File: src/rtl/rtc_cal_pkg.sv
package rtc_cal_pkg;
  localparam int unsigned FW = 8;
  typedef logic [FW-1:0] fld_t;

  // encode a small number as binary or packed BCD
  function automatic fld_t enc(input int unsigned n, input logic bin);
    return bin ? fld_t'(n) : fld_t'(((n / 10) << 4) | (n % 10));
  endfunction

  // decode a field to its binary value
  function automatic fld_t dec(input fld_t v, input logic bin);
    return bin ? v : fld_t'({4'd0, v[7:4]} * 8'd10) + fld_t'({4'd0, v[3:0]});
  endfunction

  // add one in the selected encoding
  function automatic fld_t inc(input fld_t v, input logic bin);
    if (!bin && v[3:0] == 4'd9) return {v[7:4] + 4'd1, 4'd0};
    return v + fld_t'(1);
  endfunction
endpackage

File: src/rtl/rtc_wrap_field.sv
module rtc_wrap_field
  import rtc_cal_pkg::*;
#(
  parameter int unsigned LO  = 0,
  parameter int unsigned RST = 0
) (
  input  logic clk,
  input  logic rst,
  input  logic bin,
  input  logic step,
  input  logic load,
  input  fld_t ld_val,
  input  fld_t hi_bin,
  output fld_t val,
  output logic wrap
);
  logic at_top;
  assign at_top = (dec(val, bin) == hi_bin);
  assign wrap   = step && at_top;

  always_ff @(posedge clk) begin
    if (rst)       val <= fld_t'(RST);
    else if (load) val <= ld_val;
    else if (step) val <= at_top ? fld_t'(LO) : inc(val, bin);
  end
endmodule

File: src/rtl/rtc_hour_field.sv
module rtc_hour_field
  import rtc_cal_pkg::*;
(
  input  logic clk,
  input  logic rst,
  input  logic bin,
  input  logic m24,
  input  logic step,
  input  logic load,
  input  fld_t ld_val,
  output fld_t val,
  output logic wrap
);
  fld_t hb;
  fld_t nxt;
  logic pm;

  assign pm = val[7];
  assign hb = dec({1'b0, val[6:0]}, bin);

  always_comb begin
    if (m24) begin
      nxt  = (hb == 8'd23) ? 8'h00 : inc(val, bin);
      wrap = step && (hb == 8'd23);
    end else begin
      if (hb == 8'd12)      nxt = {pm, 7'd0} | enc(1, bin);
      else if (hb == 8'd11) nxt = {~pm, 7'd0} | enc(12, bin);
      else                  nxt = {pm, 7'd0} | inc({1'b0, val[6:0]}, bin);
      wrap = step && pm && (hb == 8'd11);
    end
  end

  always_ff @(posedge clk) begin
    if (rst)       val <= '0;
    else if (load) val <= ld_val;
    else if (step) val <= nxt;
  end
endmodule

File: src/rtl/rtc_month_len.sv
module rtc_month_len
  import rtc_cal_pkg::*;
(
  input  logic bin,
  input  fld_t mon,
  input  fld_t year,
  output fld_t days
);
  fld_t mb;
  fld_t yb;
  logic leap;

  assign mb   = dec(mon, bin);
  assign yb   = dec(year, bin);
  assign leap = ((yb % 8'd4) == 8'd0);

  always_comb begin
    case (mb)
      8'd2:                      days = leap ? 8'd29 : 8'd28;
      8'd4, 8'd6, 8'd9, 8'd11:   days = 8'd30;
      default:                   days = 8'd31;
    endcase
  end
endmodule

File: src/rtl/rtc_calendar_counter.sv
module rtc_calendar_counter
  import rtc_cal_pkg::*;
(
  input  logic       clk,
  input  logic       rst,
  input  logic       tick,
  input  logic       fmt_bin,
  input  logic       mode_24h,
  input  logic       load,
  input  logic [7:0] ld_sec,
  input  logic [7:0] ld_min,
  input  logic [7:0] ld_hour,
  input  logic [7:0] ld_dow,
  input  logic [7:0] ld_date,
  input  logic [7:0] ld_mon,
  input  logic [7:0] ld_year,
  output logic [7:0] sec,
  output logic [7:0] min,
  output logic [7:0] hour,
  output logic [7:0] dow,
  output logic [7:0] date,
  output logic [7:0] mon,
  output logic [7:0] year
);
  localparam int unsigned SEC_HI  = 59;
  localparam int unsigned DOW_HI  = 7;
  localparam int unsigned MON_HI  = 12;
  localparam int unsigned YEAR_HI = 99;

  logic c_sec, c_min, c_day, c_date, c_mon, c_dow, c_year;
  fld_t mdays;

  rtc_wrap_field #(.LO(0), .RST(0)) u_sec (
    .clk(clk), .rst(rst), .bin(fmt_bin), .step(tick), .load(load),
    .ld_val(ld_sec), .hi_bin(fld_t'(SEC_HI)), .val(sec), .wrap(c_sec));

  rtc_wrap_field #(.LO(0), .RST(0)) u_min (
    .clk(clk), .rst(rst), .bin(fmt_bin), .step(c_sec), .load(load),
    .ld_val(ld_min), .hi_bin(fld_t'(SEC_HI)), .val(min), .wrap(c_min));

  rtc_hour_field u_hour (
    .clk(clk), .rst(rst), .bin(fmt_bin), .m24(mode_24h), .step(c_min),
    .load(load), .ld_val(ld_hour), .val(hour), .wrap(c_day));

  rtc_wrap_field #(.LO(1), .RST(1)) u_dow (
    .clk(clk), .rst(rst), .bin(fmt_bin), .step(c_day), .load(load),
    .ld_val(ld_dow), .hi_bin(fld_t'(DOW_HI)), .val(dow), .wrap(c_dow));

  rtc_month_len u_mlen (
    .bin(fmt_bin), .mon(mon), .year(year), .days(mdays));

  rtc_wrap_field #(.LO(1), .RST(1)) u_date (
    .clk(clk), .rst(rst), .bin(fmt_bin), .step(c_day), .load(load),
    .ld_val(ld_date), .hi_bin(mdays), .val(date), .wrap(c_date));

  rtc_wrap_field #(.LO(1), .RST(1)) u_mon (
    .clk(clk), .rst(rst), .bin(fmt_bin), .step(c_date), .load(load),
    .ld_val(ld_mon), .hi_bin(fld_t'(MON_HI)), .val(mon), .wrap(c_mon));

  rtc_wrap_field #(.LO(0), .RST(0)) u_year (
    .clk(clk), .rst(rst), .bin(fmt_bin), .step(c_mon), .load(load),
    .ld_val(ld_year), .hi_bin(fld_t'(YEAR_HI)), .val(year), .wrap(c_year));
endmodule

File: config.mk
export PLATFORM = sky130hd
export DESIGN_NAME = rtc_calendar_counter
export DESIGN_NICKNAME = d
export VERILOG_FILES = /design/src/rtl/rtc_cal_pkg.sv /design/src/rtl/rtc_wrap_field.sv /design/src/rtl/rtc_hour_field.sv /design/src/rtl/rtc_month_len.sv /design/src/rtl/rtc_calendar_counter.sv
export SDC_FILE = /design/constraint.sdc
export NUM_CORES = 1
export LEC_CHECK = 0
export ABC_AREA = 1
export ABC_CLOCK_PERIOD_IN_PS = 4100
export BUFFER_PORTS_ARGS = -buffer_cell sky130_fd_sc_hd__clkbuf_2
export CORE_MARGIN = 10
export CORE_UTILIZATION = 57
export DETAILED_ROUTE_END_ITERATION = 8
export PLACE_DENSITY = 0.82
export SYNTH_ARGS = -nofsm -noshare
export SYNTH_HDL_FRONTEND = slang
export SYNTH_SLANG_ARGS = --single-unit
File: constraint.sdc
create_clock -name clk -period 4.1 [get_ports clk]
set_input_delay 1.025 -clock clk [delete_from_list [all_inputs] [get_ports clk]]
set_output_delay 1.025 -clock clk [all_outputs]
set_load 0.05 [all_outputs]
==> metrics.txt <==
ranking of synthesized cells by area dfxtp_1 19%, nand2_1 16%, ha_1 14%, inv_1 6.3%, nor2_1 5.9%; share of post-route cells with drive strength above 1 14.6%; R2R Setup Slk 0.67 ns; CTS sink cnt 56; all-layer global routing usage 22.5%; Post-Syn Instances 941; CTS tree done; Reg clk slew, reported paths 0.11 ns; TNS Setup 0 ns; Max Clk Rate 291 MHz; Tmin final 3.43 ns; HP Start u_sec.val[3]; CP Data Arrival Time 3.70 ns; Max Root-Sink Buffers 2; mux contribution to synthesized area 0%; Max-Cap Viols 0; synth warn 0; Post-synth EDFFs 0; first-pass GRT wire length 29000 µm; Port Buffers 117; largest family of logic cells by synthesized area simple AND/OR/NAND/NOR gates; Post-CTS Resized 0; starting density of the core 58.6%; P_leak 3.49 nW; synthesized flop and latch total 56; Core Region 10300 µm²; antenna violations before repair 0; Filler cells 1030; vias in the first global route 6027; worst setup margin 0.669 ns; largest net degree at the start of global routing 43; sequential area share after synthesis 18.5%; PD cells 242 nW/µm²; DR DRC count 0; Synth top area share 18.5%; total CTS buffers 5; syn_nets 1085; Mean Syn Cell Area 6.43 µm²; Worst Setup Start Kind flop; final hold violation count 0; Storage cell area 1120 µm²; critical path class flop to flop; Worst setup EP type flop; WHS Endpoint u_sec.val[3]; vias per cell 5.49; diodes inserted 0; Post-CTS Setup Bufs 0; hold slack 0.543 ns; post-route clock period utilization 83.7%; site row count 37; chip height 123 µm; Distinct cells, synth 52; RSZ-0062 raised after global routing false; Reg2Reg Depth 20; DP Worst Slack 0.706 ns; DIE AREA 15100 µm²; leading cell type in the layout, fill and taps excluded nand2_1; worst reg2reg path endpoint u_date.val[1]; asr flop ratio synth 0%; CTS H-Tree Depth 2; cell seen most often among critical-path stages nand2_1; CTS root buf clkbuf_8; routed len/inst 14.4 µm; worst r2r src u_sec.val[5]; synthesized area 6050 µm²; Max VDD drop 0.147 mV; Final setup viols 0; Post-Route WL 17000 µm; via count 6500; CP max FO 11; Die W 123 µm; GPL Wtd Cong 0.948; Hold WC Path Type flop to flop; status finished, final reports clean; hold path cells 2; CP peak stage delay 0.52 ns; P&R area growth vs syn 12.3%; critical path data required time 4.37 ns; Final Slew Violations 0; most frequent cells in the layout 257 x nand2_1, 117 x clkbuf_2, 101 x inv_1; Worst-Margin Slew 0.574 ns; Final Skew 0.0119 ns; Post-Synth Simple-Gate Area 33.9%; grt total ovfl 0; compound-gate portion of the synthesized area 16.0%; cts hold-fix bufs 0; Synth area leader dfxtp_1; I/O pin count 118; drt initial violations 576; Multi-input gate area 4380 µm²; cell chain of the critical path ha_1 > ha_1 > fa_1 > inv_1 > nand2_1 > nand2_1 > nand2_1 > nor2_1 > nand3_1 > nand2_1 > nand2_1 > nor2_1 > nand2_1 > inv_1 > nand2_1 > nand2_1 > inv_1 > nor2_1 > nand3_1 > a21oi_1; Worst path slowest cell dfxtp_1; Post-Synth Adder-Cell Area 18.6%; First-pass DRT Iterations 6; post-DP HPWL 13400 µm; DRT antenna net count 0; top_reg_cell synth dfxtp_1; Worst slew margin 61.6%; clk_lat worst skew 0.33 ns; Nets 1190; Power Total 1.65 mW; Synth Area in XOR/XNOR 4.05%
[sequential cells by signal (all words and copies together) (netlist names)]
register,cells
u_date.val,8
u_dow.val,8
u_hour.val,8
u_min.val,8
u_mon.val,8
u_sec.val,8
u_year.val,8
[kinds of logic (layout without fill, tap and decap cells)]
family,after synthesis,in the layout
simple gates,476,476
compound gates,169,169
buf+inv,130,236
fa+ha+maj,82,82
flops,56,56
xor+xnor,28,28
[cell usage after synthesis, types with 12 or more instances]
master and instances:
nand2_1 257, inv_1 101, nor2_1 95, ha_1 69, nand3_1 66, a21oi_1 60
o21ai_0 58, dfxtp_1 56, nand4_1 20, xor2_1 18, a31oi_1 16, clkbuf_1 15
fa_1 13, nor3_1 12
[report_power, final]
group          leakage, nW  internal [mW]  switching [mW]
sequential           0.464          0.583          0.0882
combinational         2.99          0.216           0.432
clock               0.0404          0.122           0.207
total                 3.49          0.921           0.727
[through the flow]
step | cell area [µm²] | util (%) | instances
5_1_grt | 6800 | 65.8 | 1183
6_report | 6800 | 65.8 | 1183
3_3_place_gp | 6700 | 64.9 | 1175
3_5_place_dp | 6700 | 64.9 | 1175
4_1_cts | 6800 | 65.8 | 1183
2_1_floorplan | 6050 | - | 941
[how the worst max path moves through the flow]
stage	cells after the start	slack [ns]	start	to
after CTS	20	0.67	u_sec.val[5]	u_date.val[1]
after global routing	20	0.32	u_sec.val[5]	u_date.val[1]
after floorplan	16	0.91	u_min.val[5]	u_mon.val[2]
after detailed placement	20	0.71	u_sec.val[5]	u_date.val[1]
final	20	0.67	u_sec.val[5]	u_date.val[1]
after global placement	21	0.85	u_sec.val[5]	u_date.val[2]
[layer usage]
layer,vias to the layer above,GRT usage [%],share of wire [%]
met2,214,36.5,46
met5,-,0,0
met3,10,4.47,7.8
li1,3342,-,-
met1,2934,30.8,46
met4,0,3.64,0.76
[final cells by class]
| cell class | count | share of cell area [%] |
|---|---|---|
| multi-input combinational | 755 | 64.5 |
| timing repair buffer | 124 | 9.39 |
| tap | 136 | 2.50 |
| sequential | 56 | 16.5 |
| clock inverter | 3 | 0.350 |
| clock buffer | 5 | 1.01 |
| inverter | 104 | 5.74 |
[worst max-delay path, delay by kind of cell, from the launching register on]
| family | cells | cell delay [ns] |
|---|---|---|
| buffers and inverters | 3 | 0.45 |
| adders and majority gates | 3 | 0.89 |
| AOI/OAI and AO/OA | 1 | 0.11 |
| and+or+nand+nor | 13 | 1.39 |
| DFF | 1 | 0.52 |
No activity file was read; power rests on OpenSTA's default activity.
